File: src/rtl/async_rx.sv
module async_rx (
  input  logic       clk,
  input  logic       rst_n,
  input  logic       sample_en,
  input  logic [1:0] rate_sel,
  input  logic [1:0] len_sel,
  input  logic       rx_en,
  input  logic       rxd_in,
  input  logic       carrier_n,
  input  logic       rd_strobe,
  output logic [7:0] rx_data,
  output logic       rx_ready,
  output logic       overrun,
  output logic       frame_err
);
  typedef enum logic [1:0] {IDLE, START, DATA, STOP} st_t;

  logic [1:0] rxd_sync, dcd_sync;
  st_t        state;
  logic [5:0] cnt;
  logic [2:0] idx;
  logic [7:0] shreg;

  always_ff @(posedge clk or negedge rst_n)
    if (!rst_n) begin
      rxd_sync <= 2'b11;
      dcd_sync <= 2'b11;
    end else begin
      rxd_sync <= {rxd_sync[0], rxd_in};
      dcd_sync <= {dcd_sync[0], carrier_n};
    end

  wire       rxd_q        = rxd_sync[1];
  wire       carrier_lost = dcd_sync[1];
  wire       tick         = sample_en & rx_en & ~carrier_lost;
  wire [5:0] last_cnt     = (rate_sel == 2'd0) ? 6'd0 : (rate_sel == 2'd1) ? 6'd15 : 6'd63;
  wire [5:0] half_cnt     = (rate_sel == 2'd1) ? 6'd7 : 6'd31;
  wire [2:0] last_bit     = 3'd4 + {1'b0, len_sel};
  wire       char_done    = tick && (state == STOP) && (cnt == last_cnt);

  always_ff @(posedge clk or negedge rst_n)
    if (!rst_n) begin
      state <= IDLE;
      cnt   <= '0;
      idx   <= '0;
      shreg <= '0;
    end else if (!rx_en) begin
      state <= IDLE;
      cnt   <= '0;
      idx   <= '0;
    end else if (tick) begin
      case (state)
        IDLE:
          if (!rxd_q) begin
            shreg <= '0;
            idx   <= '0;
            cnt   <= '0;
            state <= (rate_sel == 2'd0) ? DATA : START;
          end
        START:
          if (cnt == half_cnt) begin
            cnt   <= '0;
            state <= rxd_q ? IDLE : DATA;
          end else cnt <= cnt + 6'd1;
        DATA:
          if (cnt == last_cnt) begin
            cnt        <= '0;
            shreg[idx] <= rxd_q;
            if (idx == last_bit) state <= STOP;
            else idx <= idx + 3'd1;
          end else cnt <= cnt + 6'd1;
        default:
          if (cnt == last_cnt) begin
            cnt   <= '0;
            state <= IDLE;
          end else cnt <= cnt + 6'd1;
      endcase
    end

  always_ff @(posedge clk or negedge rst_n)
    if (!rst_n) begin
      rx_data   <= '0;
      frame_err <= 1'b0;
    end else if (char_done) begin
      rx_data   <= shreg;
      frame_err <= ~rxd_q;
    end

  always_ff @(posedge clk or negedge rst_n)
    if (!rst_n) begin
      rx_ready <= 1'b0;
      overrun  <= 1'b0;
    end else if (!rx_en) begin
      rx_ready <= 1'b0;
      overrun  <= 1'b0;
    end else if (char_done) begin
      rx_ready <= 1'b1;
      overrun  <= rx_ready & ~rd_strobe;
    end else if (rd_strobe) begin
      rx_ready <= 1'b0;
      overrun  <= 1'b0;
    end
endmodule


File: config.mk
export PLATFORM = sky130hd
export DESIGN_NAME = async_rx
export DESIGN_NICKNAME = d
export VERILOG_FILES = /design/src/rtl/async_rx.sv
export SDC_FILE = /design/constraint.sdc
export NUM_CORES = 1
export LEC_CHECK = 0
export BUFFER_PORTS_ARGS = -buffer_cell sky130_fd_sc_hd__clkbuf_2
export CAP_MARGIN = 5
export CORE_MARGIN = 3
export CORE_UTILIZATION = 55
export CTS_CLUSTER_SIZE = 16
export DETAILED_ROUTE_END_ITERATION = 6
export PLACE_DENSITY = 0.76
export SETUP_SLACK_MARGIN = 0.15
export SLEW_MARGIN = 20
export SYNTH_ARGS = -nofsm -noshare
export SYNTH_HDL_FRONTEND = slang
export SYNTH_SLANG_ARGS = --single-unit
File: constraint.sdc
create_clock -name clk -period 2.65 [get_ports clk]
set_clock_uncertainty 0.15 [all_clocks]
set_input_delay 0.53 -clock clk [delete_from_list [all_inputs] [get_ports clk]]
set_output_delay 0.53 -clock clk [all_outputs]
set_load 0.03 [all_outputs]
Word-level counts from Yosys, hierarchy flattened
Cells that the tools add are included.
{"block": "totals", "regBits": 34, "in_bits": 11, "output_inout_bits": 11, "wordCells": 85}
{"block": "classes", "addsub": 3, "n_lt_le_gt_ge": 2, "n_eq_ne": 18, "muxes": 36, "n_bitwise": 6, "n_reduce_logical": 10}
{"operator": "$mux W6", "count": 7}
{"operator": "$mux W2", "count": 9}
{"operator": "$mux W8", "count": 2}
{"operator": "$pmux W8 S2", "count": 1}
{"operator": "$mux W3", "count": 5}
{"operator": "$ne A3 B3 Y1 const B", "count": 5}
{"operator": "$pmux W6 S2", "count": 1}
{"operator": "$reduce_and A5 Y1", "count": 2}
{"operator": "$bwmux W8", "count": 1}
{"operator": "$add A6 B1 Y6 const B", "count": 1}
{"operator": "$eq A6 B5 Y1", "count": 1}
{"operator": "$eq A6 B6 Y1", "count": 1}
{"operator": "$mux W1", "count": 6}
{"operator": "$ne A3 B1 Y1 const B", "count": 2}
{"operator": "$pmux W2 S3", "count": 1}
{"operator": "$pmux W3 S2", "count": 1}
{"operator": "$reduce_and A6 Y1", "count": 1}
{"operator": "$mux W5", "count": 1}
{"operator": "$eq A2 B1 Y1 const B", "count": 2}
{"operator": "$eq A2 B2 Y1 const B", "count": 2}
{"operator": "$logic_not A2 Y1", "count": 2}
{"operator": "$lt A3 B4 Y1 const B", "count": 1}
{"operator": "$ne A2 B2 Y1 const B", "count": 2}
{"operator": "$ne A4 B1 Y1 const B", "count": 1}
{"operator": "other kinds (11)", "count": 17}

Longest topological paths before layout
Gate-level depths: netlist of the first run.
{"block": "depth", "depth_word": 8, "mapped_depth": 7, "mapped_depth_nobuf": 5}

Least setup slack after synthesis of the first run
No wires, ideal clock.
{"block": "synth_path", "kind": "input-to-reg", "startpoint": "input rx_en", "endpoint": "register idx[0]", "setup_time_ns": 0.125, "arrival_time_ns": 1.931, "required_time_ns": 2.375, "setup_slack_ns": 0.444, "stages": 7, "path_buffers": 2, "cell_sequence": "clkbuf_1 > nand3b_1 > a211o_1 > buf_2 > o2bb2ai_1 > a31o_2 > mux2_2"}
{"block": "synth_via", "elab_chain_len": 4, "elab_cells_between_ends": 9, "cone_classes": "eq/ne (5); mux (1); bitwise (2); reduce/logical (1)"}
{"element": "from (decl)", "line_no": "7", "text": "input logic rx_en,"}
{"element": "$and A1 B1 Y1 (2 in a row)", "line_no": "35", "text": "wire tick = sample_en & rx_en & ~carrier_lost;"}
{"element": "$ne A2 B1 Y1 (no line)"}
{"element": "$reduce_and A5 Y1 (no line)"}
{"element": "to (signal assigned)", "line_no": "70", "text": "else idx <= idx + 3'd1;"}
{"element": "to (decl)", "line_no": "21", "text": "logic [2:0] idx;"}
Parallel ways exist; a longest one is shown, timed or not.
A chain may end at the register's enable or synchronous reset.

Final worst setup path of the first run
{"block": "layout_path", "startpoint": "register cnt[0]", "endpoint": "register shreg[3]"}
{"block": "layout_via", "elab_chain_len": 3}
{"element": "from (decl)", "line_no": "20", "text": "logic [5:0] cnt;"}
{"element": "from (signal assigned)", "line_no": "64", "text": "end else cnt <= cnt + 6'd1;"}
{"element": "from (signal assigned)", "line_no": "71", "text": "end else cnt <= cnt + 6'd1;"}
{"element": "from (signal assigned)", "line_no": "76", "text": "end else cnt <= cnt + 6'd1;"}
{"element": "$eq A6 B6 Y1", "line_no": "66", "text": "if (cnt == last_cnt) begin"}
{"element": "$ne A2 B2 Y1 (no line)"}
{"element": "$reduce_and A5 Y1 (no line)"}
{"element": "to (signal, indexed assignment)", "line_no": "68", "text": "shreg[idx] <= rxd_q;"}
{"element": "to (decl)", "line_no": "22", "text": "logic [7:0] shreg;"}
Every way passes these cells.

==> impl_metrics.json, run 1 <==
{
  "outcome": "completed",
  "critical_path_class": "reg2reg",
  "hp-class": "in2async",
  "synth.distinct_cells": 41,
  "synthXorXnorAreaFrac_pct": 1.01,
  "place_hpwl_mm": 2.30,
  "cts_resized": 0,
  "ir_drop_uv": 412,
  "postRouteAntennaNets": 0,
  "synth-compound-area-share_pct": 11.5,
  "p_clk_share_pct": 38.4,
  "postCtsSetupBuffers": 0,
  "internal_power_uw": 786,
  "antenna_found_initial": 0,
  "cts_hold_buf": 0,
  "crit_arrival_ps": 2380,
  "synth.mux.area_fraction_pct": 12.8,
  "yosys.area_share.adder_pct": 1.44,
  "critPathTopFamily": "simple AND/OR/NAND/NOR gates",
  "required_ps": 2750,
  "die_w_um": 62.2,
  "area_growth_syn_to_layout_pct": 12.8,
  "cts_tree": "yes",
  "clock_sinks": 34,
  "fill_cells": 227,
  "globalRouteOverflowTotal": 0,
  "gp_congestion": 0.884,
  "die_h_um": 62.2,
  "max_clock_freq_ghz": 0.439,
  "clk_pin_slew_ps": 110,
  "grt_pass1_wl_mm": 6.00,
  "syn_area_mm2": 0.00174,
  "power-per-cell-area_mw_per_mm2": 522,
  "relSlewSlack_pct": 45.2,
  "grt.total_usage_pct": 19.5,
  "grt_max_degree": 35,
  "p_leak_nw": 0.880,
  "cts.htree.levels": 2,
  "syn_area_per_cell_um2": 10.3,
  "syn-num-nets": 181,
  "via_per_inst": 5.71,
  "hold_violations": 0,
  "first_pass_iters": 4,
  "cts.path.max_buffers": 2,
  "switchingPower_uw": 236,
  "critPathLaunchType": "register",
  "critPathMaxFanout": 8,
  "cp-end-kind": "register",
  "final_layout_size_suffix_gt1_share_pct": 26.7,
  "dieArea_mm2": 0.00387,
  "pwr-share-comb_pct": 7.9,
  "wl_per_cell_um": 14.1,
  "crit_path_cell_trace": "or4_4 -> o22ai_4 -> a21boi_2 -> nor4_1 -> mux2i_1",
  "io_buffers": 21,
  "numCtsBuffers": 5,
  "final_cells": 233,
  "clock-root-buffer": "clkbuf_4",
  "tightest_slew_ps": 823,
  "num_rows": 19,
  "finalWirelength_mm": 3.28,
  "grt_pass1_vias": 1277,
  "vias": 1331,
  "coreArea_mm2": 0.00288,
  "dp.cells": 226,
  "first_iter_violations": 119,
  "synthSimpleGateAreaFrac_pct": 21.6,
  "p_seq_share_pct": 53.7,
  "drv_cap": 0,
  "remaining_drc_errors": 0,
  "synthArstFlopShare_pct": 100,
  "ys_ff_latch": 34,
  "ys_seq_area_share_pct": 49.3,
  "finalMaxSlewViolations": 0,
  "nNetsFinal": 204,
  "max_stage_delay_ps": 570,
  "finalCritPeriodShare_pct": 86.0,
  "synth-edff-count": 0,
  "place_area_mm2": 0.00188,
  "initial_utilization_pct": 60.3,
  "final_area_mm2": 0.00196,
  "setup_violations": 0,
  "clock_latency_ps": 340,
  "diodes": 0,
  "synth_warnings": 0,
  "final.setup.tns_ps": 0,
  "synth_cells": 168,
  "switching_share_pct": 23.1,
  "rsz0062_at_grt": "false",
  "slowest_stage": "or4_4",
  "synth_top_family_by_area": "simple AND/OR/NAND/NOR gates",
  "final.min_clock_period_ps": 2280,
  "path_buf_inv": 0,
  "dominantRegCellSynth": "dfrtp_1",
  "ios": 22
}
-- through the flow --
stage | utilization [%] | worst slack [ps] | power (mW) | hold slack [ps]
after detailed placement | 65.2 | 327 | 0.640 | 197
after CTS | 68.1 | 342 | 1.03 | 109
final | 68.1 | 371 | 1.02 | 109
after floorplan | - | 444 | 0.606 | 84.4
after global routing | 68.1 | 182 | 1.07 | 110
after global placement | 65.2 | 382 | 0.636 | 196
-- power by group through the flow --
stage / Clock (mW) / Combinational, mW / Sequential, mW
4_1_cts: 0.397 / 0.0822 / 0.549
6_report: 0.393 / 0.0813 / 0.549
3_5_place_dp: 0 / 0.0815 / 0.559
2_1_floorplan: 0 / 0.0520 / 0.554
5_1_grt: 0.423 / 0.0934 / 0.552
3_3_place_gp: 0 / 0.0782 / 0.558
-- kinds of logic (layout without fill, tap and decap cells) --
kind of cell	count (synthesis)	after routing
xor gates and xnor gates	2	2
muxes	21	21
adders and majority gates	2	2
buffers and inverters	10	33
and+or+nand+nor	74	74
AOI/OAI and AO/OA	25	25
DFF	34	34
-- sequential cells by signal, summed over array words and instances (netlist names) --
name	flops
rxd_sync	2
cnt	6
frame_err	1
overrun	1
dcd_sync	2
idx	3
rx_data	8
shreg	8
rx_ready	1
state	2
-- worst paths after layout --
kind | slack, ps | end | cells past startpoint | from
max | 370 | shreg[3] | 5 | cnt[0]
min | 110 | cnt[5] | 1 | rst_n
max reg2reg | 370 | shreg[3] | 5 | cnt[0]
min reg2reg | 210 | dcd_sync[1] | 0 | dcd_sync[0]
max in group asynchronous | 1710 | shreg[2] | 1 | rst_n
min in group clk | 110 | dcd_sync[0] | 1 | carrier_n
-- cells in the mapped netlist (all sizes together), types with 2 or more instances --
library cell,number,area [um^2]
nor2b,3,18.8
nor2,5,18.8
clkbuf,3,11.3
dfrtp,30,751
ha,2,25.0
nand2,27,101
nor3,6,30.0
or4,2,18.8
nand4,3,18.8
nand2b,4,25.0
nand3,10,50.1
mux2,9,101
nor4,6,37.5
dfstp,4,105
a21oi,5,25.0
mux2i,12,120
a31oi,4,40.0
xnor2,2,17.5
buf,4,20.0
or2,2,12.5
inv,3,11.3
o21ai,5,25.0
-- layout by cell type, fill, tap and decap left out, drive strengths merged, types with 3 or more instances in the layout --
master and n:
dfrtp 30, nand2 27, clkbuf 27, mux2i 12
nand3 10, mux2 9, nor3 6, nor4 6
o21ai 5, nor2 5, a21oi 5, nand2b 4
dfstp 4, a31oi 4, nor2b 3, inv 3
nand4 3
-- area by class of cell --
cell class	instances	area (um^2)	area share (%)
Inverter	3	11.3	0.575
Clock buffer	6	51.3	2.62
Timing Repair Buffer	23	120	6.13
Clock inverter	1	30.0	1.53
Tap cell	42	52.6	2.68
Multi-Input combinational cell	124	837	42.7
Sequential cell	34	856	43.7
-- metal layers --
metal  part of all wire, %  global-route usage, %  vias up
met3                   3.8                   3.60        8
li1                      -                      -      657
met4                   2.5                   9.94        0
met1                    45                   25.8      639
met5                     0                      0        -
met2                    49                   30.8       27
Power figures use the tool's default switching activity.
==> run 2: changes to the inputs <==
- MAX_ROUTING_LAYER: unset -> met4
==> run 2 against run 1 <==
Effect of this change:
- via count up 0.23%
- first-iteration DRC count did not move
- utilization is the same
- combinational power is essentially flat
- total power is essentially flat
- highest routed layer unchanged
==> impl_metrics.json, run 2 (same netlist as run 1, synthesis figures left out) <==
{
  "clock_sinks": 34,
  "num_rows": 19,
  "rsz0062_at_grt": "false",
  "finalCritPeriodShare_pct": 86.0,
  "critPathLaunchType": "register",
  "setup_violations": 0,
  "slowest_stage": "or4_4",
  "dieArea_mm2": 0.00387,
  "first_pass_iters": 4,
  "post-route-util_pct": 68.1,
  "finalMaxSlewViolations": 0,
  "outcome": "completed",
  "clock_latency_ps": 340,
  "area_growth_syn_to_layout_pct": 12.8,
  "grt_pass1_vias": 1277,
  "max_stage_delay_ps": 570,
  "cts_hold_buf": 0,
  "place_area_mm2": 0.00188,
  "place_hpwl_mm": 2.30,
  "die_w_um": 62.2,
  "dp.cells": 226,
  "critical_path_class": "reg2reg",
  "relSlewSlack_pct": 45.0,
  "die_h_um": 62.2,
  "via_per_inst": 5.73,
  "io_buffers": 21,
  "clock-root-buffer": "clkbuf_4",
  "grt_max_degree": 35,
  "ios": 22,
  "final_layout_size_suffix_gt1_share_pct": 26.7,
  "setup_ws_ps": 370,
  "initial_utilization_pct": 60.3,
  "diodes": 0,
  "cts_tree": "yes",
  "crit_arrival_ps": 2380,
  "worst-r2r-cell-count": 5,
  "critPathMaxFanout": 8,
  "drv_cap": 0,
  "power-per-cell-area_mw_per_mm2": 522,
  "r2r_start": "cnt[0]",
  "grt_pass1_wl_mm": 6.00,
  "holdWs_ps": 113,
  "hold_violations": 0,
  "coreArea_mm2": 0.00288,
  "cts.path.max_buffers": 2,
  "numCtsBuffers": 5,
  "top_regs": "rx_data (8), shreg (8), cnt (6)",
  "tightest_slew_ps": 825,
  "cts_resized": 0,
  "first_iter_violations": 119,
  "grt.total_usage_pct": 20.1,
  "clk_pin_slew_ps": 110,
  "crit_path_cell_trace": "or4_4 -> o22ai_4 -> a21boi_2 -> nor4_1 -> mux2i_1",
  "place_ws_ps": 327,
  "required_ps": 2750,
  "final.min_clock_period_ps": 2280,
  "postRouteAntennaNets": 0,
  "rrSetupSlack_ps": 370,
  "finalWirelength_mm": 3.28,
  "nNetsFinal": 204,
  "ir_drop_uv": 412,
  "wl_per_cell_um": 14.1,
  "final_cells": 233,
  "final.setup.tns_ps": 0,
  "totalPowerFinal_mw": 1.02,
  "postCtsSetupBuffers": 0,
  "max_clock_freq_ghz": 0.439,
  "cp-end-kind": "register",
  "globalRouteOverflowTotal": 0,
  "r2r-end": "shreg[3]",
  "remaining_drc_errors": 0,
  "final_common_cell": "dfrtp_1",
  "cts.htree.levels": 2,
  "gp_congestion": 0.899,
  "antenna_found_initial": 0,
  "p_leak_nw": 0.880,
  "hp-class": "in2async",
  "vias": 1334,
  "final_cell_mix": "dfrtp_1 (30), nand2_1 (27), clkbuf_2 (21)",
  "final_area_mm2": 0.00196
}
-- run 2: cell counts in the layout (fill, tap and decap cells not counted) --
No cell type changed its count.
-- run 2: worst max-delay path by stage --
stage / slack, ps / cells after the start / startpoint / endpoint
floorplan: 440 / 7 / rx_en / idx[0]
global placement: 380 / 6 / rate_sel[0] / state[1]
detailed placement: 330 / 6 / rate_sel[1] / state[0]
CTS: 340 / 5 / cnt[0] / shreg[3]
global route: 180 / 5 / cnt[0] / shreg[3]
finish: 370 / 5 / cnt[0] / shreg[3]
-- run 2: power by group --
part | internal [mW] | total [mW] | switching, mW
registers | 0.537 | 0.549 | 0.0120
logic | 0.0301 | 0.0813 | 0.0512
clock network | 0.219 | 0.392 | 0.172
-- run 2: per-layer routing --
layer	GRT usage (%)	vias up	wire (um)
met2	30.8	26	1600
li1	-	658	-
met1	25.8	642	1480
met4	9.94	0	74
met5	-	-	0
met3	3.60	8	118
-- run 2: layout make-up --
cell class,count,area [um^2]
clock buffers,6,51.3
clock inverters,1,30.0
fillers,227,918
inverters,3,11.3
multi-input cells,124,837
flip-flops and latches,34,856
well taps,42,52.6
repair buffers,23,120
-- run 2: critical path: cells and delay by family (launching register included) --
kind	cells	cell delay [ps]
and+or+nand+nor	2	930
DFF	1	440
AOI/OAI and AO/OA	2	420
muxes	1	240
